`src/rtl/supv_reset_pkg.sv`:
```
package supv_reset_pkg;

  // Flags carried through the input synchroniser, MSB first.
  typedef struct packed {
    logic under;     // supply below reset threshold
    logic lt_batt;   // supply below battery
    logic button_n;  // push-button level, low = pressed
  } supv_flags_t;

  localparam int unsigned SUPV_FLAG_W = $bits(supv_flags_t);

  // Safe reset image: supply good, button released.
  localparam supv_flags_t SUPV_FLAGS_IDLE = '{under: 1'b0, lt_batt: 1'b0, button_n: 1'b1};

  function automatic int unsigned supv_cnt_w(input int unsigned max_val);
    return (max_val < 2) ? 1 : $clog2(max_val + 1);
  endfunction

endpackage

```
`src/rtl/supv_sync.sv`:
```
module supv_sync #(
  parameter int unsigned     W       = 1,
  parameter logic [W-1:0]    RST_VAL = '0
) (
  input  logic         clk,
  input  logic         rst_n,
  input  logic [W-1:0] d,
  output logic [W-1:0] q
);

  logic [W-1:0] meta_q;
  logic [W-1:0] stab_q;

  always_ff @(posedge clk or negedge rst_n) begin
    if (!rst_n) begin
      meta_q <= RST_VAL;
      stab_q <= RST_VAL;
    end else begin
      meta_q <= d;
      stab_q <= meta_q;
    end
  end

  assign q = stab_q;

endmodule

```
`src/rtl/supv_tick.sv`:
```
module supv_tick
  import supv_reset_pkg::*;
#(
  parameter int unsigned DIV = 50000
) (
  input  logic clk,
  input  logic rst_n,
  output logic tick
);

  localparam int unsigned       CW   = supv_cnt_w(DIV - 1);
  localparam logic [CW-1:0]     LAST = CW'(DIV - 1);

  logic [CW-1:0] div_q;
  logic [CW-1:0] div_d;
  logic          wrap;

  assign wrap = (div_q == LAST);

  always_comb begin
    div_d = div_q + CW'(1);
    if (wrap) begin
      div_d = '0;
    end
  end

  always_ff @(posedge clk or negedge rst_n) begin
    if (!rst_n) begin
      div_q <= '0;
    end else begin
      div_q <= div_d;
    end
  end

  assign tick = wrap;

endmodule

```
`src/rtl/supv_pb_qual.sv`:
```
module supv_pb_qual
  import supv_reset_pkg::*;
#(
  parameter int unsigned QUAL_TICKS = 40
) (
  input  logic clk,
  input  logic rst_n,
  input  logic tick,
  input  logic pressed,
  output logic held
);

  // One extra tick covers the partial first tick period.
  localparam int unsigned   LIM   = QUAL_TICKS + 1;
  localparam int unsigned   CW    = supv_cnt_w(LIM);
  localparam logic [CW-1:0] LIM_C = CW'(LIM);

  logic [CW-1:0] qual_q;
  logic [CW-1:0] qual_d;
  logic          qual_en;

  assign qual_en = tick && (qual_q != LIM_C);

  always_comb begin
    qual_d = qual_q;
    if (!pressed) begin
      qual_d = '0;
    end else if (qual_en) begin
      qual_d = qual_q + CW'(1);
    end
  end

  always_ff @(posedge clk or negedge rst_n) begin
    if (!rst_n) begin
      qual_q <= '0;
    end else begin
      qual_q <= qual_d;
    end
  end

  assign held = (qual_q == LIM_C);

endmodule

```
`src/rtl/supv_stretch.sv`:
```
module supv_stretch
  import supv_reset_pkg::*;
#(
  parameter int unsigned HOLD_TICKS = 140
) (
  input  logic clk,
  input  logic rst_n,
  input  logic tick,
  input  logic hold,
  input  logic trig,
  output logic active
);

  localparam int unsigned   LOAD   = HOLD_TICKS + 1;
  localparam int unsigned   CW     = supv_cnt_w(LOAD);
  localparam logic [CW-1:0] LOAD_C = CW'(LOAD);

  logic [CW-1:0] left_q;
  logic [CW-1:0] left_d;
  logic          load_en;
  logic          dec_en;

  assign load_en = hold || trig;
  assign dec_en  = tick && (left_q != '0);

  always_comb begin
    left_d = left_q;
    if (load_en) begin
      left_d = LOAD_C;
    end else if (dec_en) begin
      left_d = left_q - CW'(1);
    end
  end

  // Power-up starts with a full window so reset is asserted out of reset.
  always_ff @(posedge clk or negedge rst_n) begin
    if (!rst_n) begin
      left_q <= LOAD_C;
    end else begin
      left_q <= left_d;
    end
  end

  assign active = hold || (left_q != '0);

endmodule

```
`src/rtl/supv_reset_gen.sv`:
```
module supv_reset_gen
  import supv_reset_pkg::*;
#(
  parameter int unsigned CLK_PER_TICK  = 50000,
  parameter int unsigned PB_QUAL_TICKS = 40,
  parameter int unsigned HOLD_TICKS    = 140
) (
  input  logic clk,
  input  logic rst_n,
  input  logic sup_under_i,
  input  logic sup_lt_batt_i,
  input  logic button_n_i,
  input  logic wdog_expire_i,
  output logic cpu_rst_n_o,
  output logic cpu_rst_o,
  output logic undervolt_n_o
);

  supv_flags_t raw;
  supv_flags_t syn;
  logic        tick;
  logic        supply_bad;
  logic        batt_s;
  logic        pb_pressed;
  logic        pb_held;
  logic        rst_active;

  assign raw = '{under: sup_under_i, lt_batt: sup_lt_batt_i, button_n: button_n_i};

  supv_sync #(
    .W       (SUPV_FLAG_W),
    .RST_VAL (SUPV_FLAGS_IDLE)
  ) i_sync (
    .clk   (clk),
    .rst_n (rst_n),
    .d     (raw),
    .q     (syn)
  );

  supv_tick #(
    .DIV (CLK_PER_TICK)
  ) i_tick (
    .clk   (clk),
    .rst_n (rst_n),
    .tick  (tick)
  );

  assign supply_bad = syn.under || syn.lt_batt;
  assign batt_s     = syn.lt_batt;
  // Button is disregarded while running below battery.
  assign pb_pressed = !syn.button_n && !syn.lt_batt;

  supv_pb_qual #(
    .QUAL_TICKS (PB_QUAL_TICKS)
  ) i_pb_qual (
    .clk     (clk),
    .rst_n   (rst_n),
    .tick    (tick),
    .pressed (pb_pressed),
    .held    (pb_held)
  );

  supv_stretch #(
    .HOLD_TICKS (HOLD_TICKS)
  ) i_stretch (
    .clk    (clk),
    .rst_n  (rst_n),
    .tick   (tick),
    .hold   (supply_bad || pb_held),
    .trig   (wdog_expire_i),
    .active (rst_active)
  );

  assign cpu_rst_n_o   = !rst_active;
  assign cpu_rst_o     = rst_active;
  assign undervolt_n_o = !supply_bad;

endmodule

```
`config.mk`:
```
export PLATFORM = sky130hd
export DESIGN_NAME = supv_reset_gen
export DESIGN_NICKNAME = d
export VERILOG_FILES = /design/src/rtl/supv_reset_pkg.sv /design/src/rtl/supv_sync.sv /design/src/rtl/supv_tick.sv /design/src/rtl/supv_pb_qual.sv /design/src/rtl/supv_stretch.sv /design/src/rtl/supv_reset_gen.sv
export SDC_FILE = /design/constraint.sdc
export NUM_CORES = 1
export LEC_CHECK = 0
export CAP_MARGIN = 20
export CORE_MARGIN = 1.5
export CORE_UTILIZATION = 49
export DETAILED_ROUTE_END_ITERATION = 8
export DONT_BUFFER_PORTS = 1
export PLACE_DENSITY = 0.6
export SLEW_MARGIN = 20
export SYNTH_ARGS = -nofsm -noshare
export SYNTH_HDL_FRONTEND = slang
export SYNTH_HIERARCHICAL = 1
export SYNTH_SLANG_ARGS = --single-unit
```
`constraint.sdc`:
```
create_clock -name clk -period 2.94 [get_ports clk]
set_clock_uncertainty 0.1 [all_clocks]
set_input_delay 0.441 -clock clk [delete_from_list [all_inputs] [get_ports clk]]
set_output_delay 0.441 -clock clk [all_outputs]
set_load 0.02 [all_outputs]
```
==> results.rst <==
.. list-table::
   :header-rows: 1

   * - Metric
     - Value
   * - Outcome
     - complete, no violations
   * - Gate Count Post-Synth
     - 166
   * - Comb power frac
     - 0.027
   * - Core region area
     - between 3000 and 4000 um^2
   * - Number of antenna violations at the first check in global routing
     - 0
   * - Internal Power
     - ~730 uW
   * - Clock slew at the register clock pins of the worst setup and hold paths
     - 0.11 ns
   * - Number of buffers on the longest clock path
     - 2
   * - Die width
     - 63.4 um
   * - Post-synth EDFFs
     - 0
   * - Post-synthesis average cell area
     - ~11 um^2
   * - Cell chosen for the clock root
     - clkbuf_4
   * - Depth of the most critical reg-to-reg path
     - 6
   * - Die outline height
     - 63.4 um
   * - Standard-cell row count
     - 21
   * - CTS tree
     - yes
   * - Final hold violations
     - 0
   * - Post-synth design cell area
     - 1790 um^2
   * - Max capacitance violation total
     - 0
   * - Net count, final
     - 185
   * - Nature of the critical path endpoint
     - output port
   * - Count of antenna-violating nets left after detailed routing
     - 0
   * - Setup bufs post-CTS
     - 0
   * - Post-synthesis share of cell area spent on and, or, nand and nor gates
     - 0.256
   * - Relative area change from synthesis to final layout
     - 11.1%
   * - Worst setup path start
     - i_pb_qual/qual_q[0]$_DFFE_PN0P_
   * - Clock sinks
     - 36
   * - Time the worst path needs with I/O delays and setup
     - around 2.8 ns
   * - Worst setup path class
     - reg -> out
   * - Normalized max-slew margin
     - 0.580
   * - Effective utilization at floorplan
     - 0.523
   * - Total Power Consumption
     - 919 uW
   * - Aggregate negative setup slack
     - 0 ns
   * - Number of I/O pins
     - 9
   * - Flip-flop and latch count after synthesis
     - 36
   * - Number of cells in the finished layout apart from fillers
     - roughly 220
   * - Clock latency on the worst-skew pair
     - 0.34 ns
   * - Total track usage
     - 0.179
   * - Overflow left after global routing
     - 0
   * - Proportion of total power due to net switching
     - 0.201
   * - Fraction of power consumed by sequential logic
     - 0.546
   * - Final count of pins violating max slew
     - 0
   * - Maximum frequency from static timing analysis
     - between 300 and 400 MHz
   * - Main combinational cell family by area after synthesis
     - simple AND/OR/NAND/NOR gates
   * - Seq/Total Area, Yosys
     - 0.509
   * - Largest net degree at the start of global routing
     - 37
   * - Hold path startpoint
     - wdog_expire_i
   * - Synthesized netlist net count
     - 176
   * - Worst hold path stage count
     - 2
   * - Total power per unit cell area
     - approximately 460 nW/um^2
   * - Total Wirelength
     - 3050 um
   * - Cell leakage power
     - 0.855 nW
   * - Share of the clock period used by the worst path
     - 0.949
   * - CTS H-Tree Depth
     - 2
   * - Number of design-rule violations left by the first detailed-router iteration
     - 85
   * - Net Sw Power
     - 185 uW
   * - Design Area, Final
     - between 1500 and 2000 um^2
   * - Layout cells sized above 1
     - 0.188
   * - Vias in the first global route
     - 1265
   * - Slew @ Worst Pin
     - 0.628 ns
   * - Cell Count Post-Placement
     - 209
   * - DR pass1 iterations
     - 4
   * - Largest vdd supply drop
     - 0.355 mV
   * - Clk pwr share
     - 0.427
   * - Commonest non-fill, non-tap cells in the layout
     - dfrtp_1 (29), nor2_1 (18), nand2_1 (8), xor2_1 (8), nand3_1 (7)
   * - Synth Area in XOR/XNOR
     - 0.0687
   * - Count of warnings emitted by yosys
     - 6
   * - Wire length of the first global-routing pass
     - 5590 um
   * - Setup-failing EPs final
     - 0
   * - IO buf count
     - 0
   * - Synth cell types
     - 51
   * - Commonest non-fill, non-tap cell in the layout
     - dfrtp_1
   * - Arr. time, crit path
     - 2.25 ns
   * - GPL Wtd Cong
     - 0.841
   * - Post-route DRC
     - 0
   * - Synthesized-area fraction occupied by adder cells
     - 0.0280
   * - Final Worst Setup Slack
     - approximately 0.15 ns
   * - Data required, critical path
     - around 2.4 ns
   * - Post-detail-place hpwl
     - 2060 um
   * - Setup crit start kind
     - flop
   * - Diode count
     - 0
   * - Utilization after layout
     - 0.581
   * - Routed vias
     - 1204
   * - Post-synth top flop
     - dfrtp_1
   * - Routed length per placed instance
     - between 10 and 15 um
   * - Dpl cell area
     - 1830 um^2
   * - Path type of the worst min-delay path
     - in -> reg
   * - Share of cell area taken by muxes after synthesis
     - 0.0343
   * - Smallest hold slack
     - 0.123 ns
   * - Die footprint
     - approximately 4000 um^2
   * - Crit path max fanout
     - 8
   * - Number of CTS-inserted buffers
     - 5
   * - Average via count per standard cell
     - 5.42
   * - Share of flip-flops with an asynchronous set or reset after synthesis
     - 1.00
   * - Unrepaired setup endpoints after global routing
     - no
   * - Share of the synthesized area in compound gates (AO/OA/AOI/OAI)
     - 0.0722
   * - Setup slack after placement
     - approximately 0.45 ns
   * - Startpoint of the worst register-to-register path
     - i_tick/div_q[0]$_DFF_PN0_
repair_timing:
item | in CTS | in global routing
hold buffers | 5 | 0
hold endpoints to repair | 39 | 0
endpoints found under the setup margin | 0 | 1
resized for setup | 0 | 2
sequential cells by signal (all words and copies together), names as in the netlist:
signal / flops
i_tick/div_q: 16
i_stretch/left_q: 8
i_pb_qual/qual_q: 6
i_sync/meta_q: 3
i_sync/q: 3
layout make-up:
class                   instances  area [um^2]
clock buffers                   7         65.1
clock inverters                 1         30.0
fillers                       314         1430
inverters                       7         26.3
multi-input cells             118          820
flip-flops and latches         36          910
well taps                      46         57.6
repair buffers                  7         75.1
cell families (layout without fill, tap and decap cells):
group / count (synthesis) / after routing
simple gates: 75 / 75
compound gates: 19 / 19
flops: 36 / 36
mux: 6 / 6
xor+xnor: 14 / 14
buf+inv: 12 / 22
fa+ha+maj: 4 / 4
critical path: stages (launching register included):
cell and delay [ns]:
dfrtp_2 0.47, ha_1 0.24, nand2_1 0.08, and2b_2 0.23, or3_1 0.37, nand3b_1 0.33, inv_2 0.20
cell usage after synthesis, types with 2 or more instances:
cell type,n,area [um^2]
a21oi_1,5,25.0
xnor2_1,6,52.6
nand3b_1,2,15.0
xor2_1,8,70.1
a2111o_1,2,22.5
nand4_1,6,37.5
or2_2,2,12.5
o21ai_0,6,30.0
clkbuf_1,2,7.51
nand2_1,8,30.0
mux2i_1,5,50.1
nand3_1,7,35.0
nor2_1,18,67.6
and2_1,4,25.0
ha_1,4,50.1
dfrtp_1,30,751
inv_1,7,26.3
or3_1,2,12.5
dfstp_2,6,158
and4_1,4,35.0
or4_1,2,15.0
per-layer routing:
layer / share of wire / global-route usage
met5: 0 / 0
met4: 0.017 / 0.0652
met3: 0.033 / 0.0536
met2: 0.47 / 0.286
met1: 0.48 / 0.230
final timing paths:
path / to / slack [ns]
max in group asynchronous: i_sync/meta_q[0]$_DFF_PN1_ / 2.05
max reg2reg: i_stretch/left_q[5]$_DFFE_PN0P_ / 0.58
max: cpu_rst_n_o / 0.15
min in group asynchronous: i_stretch/left_q[6]$_DFFE_PN0P_ / 0.43
min: i_stretch/left_q[3]$_DFFE_PN1P_ / 0.12
min reg2reg: i_sync/q[1]$_DFF_PN0_ / 0.26
power by group through the flow:
stage / registers, mW / clock network, mW / logic (mW)
2_1_floorplan: 0.511 / 0 / 0.00699
3_3_place_gp: 0.512 / 0 / 0.00771
3_5_place_dp: 0.512 / 0 / 0.00805
4_1_cts: 0.502 / 0.407 / 0.0252
5_1_grt: 0.503 / 0.427 / 0.0280
6_report: 0.502 / 0.393 / 0.0245
Power figures use the tool's default switching activity.
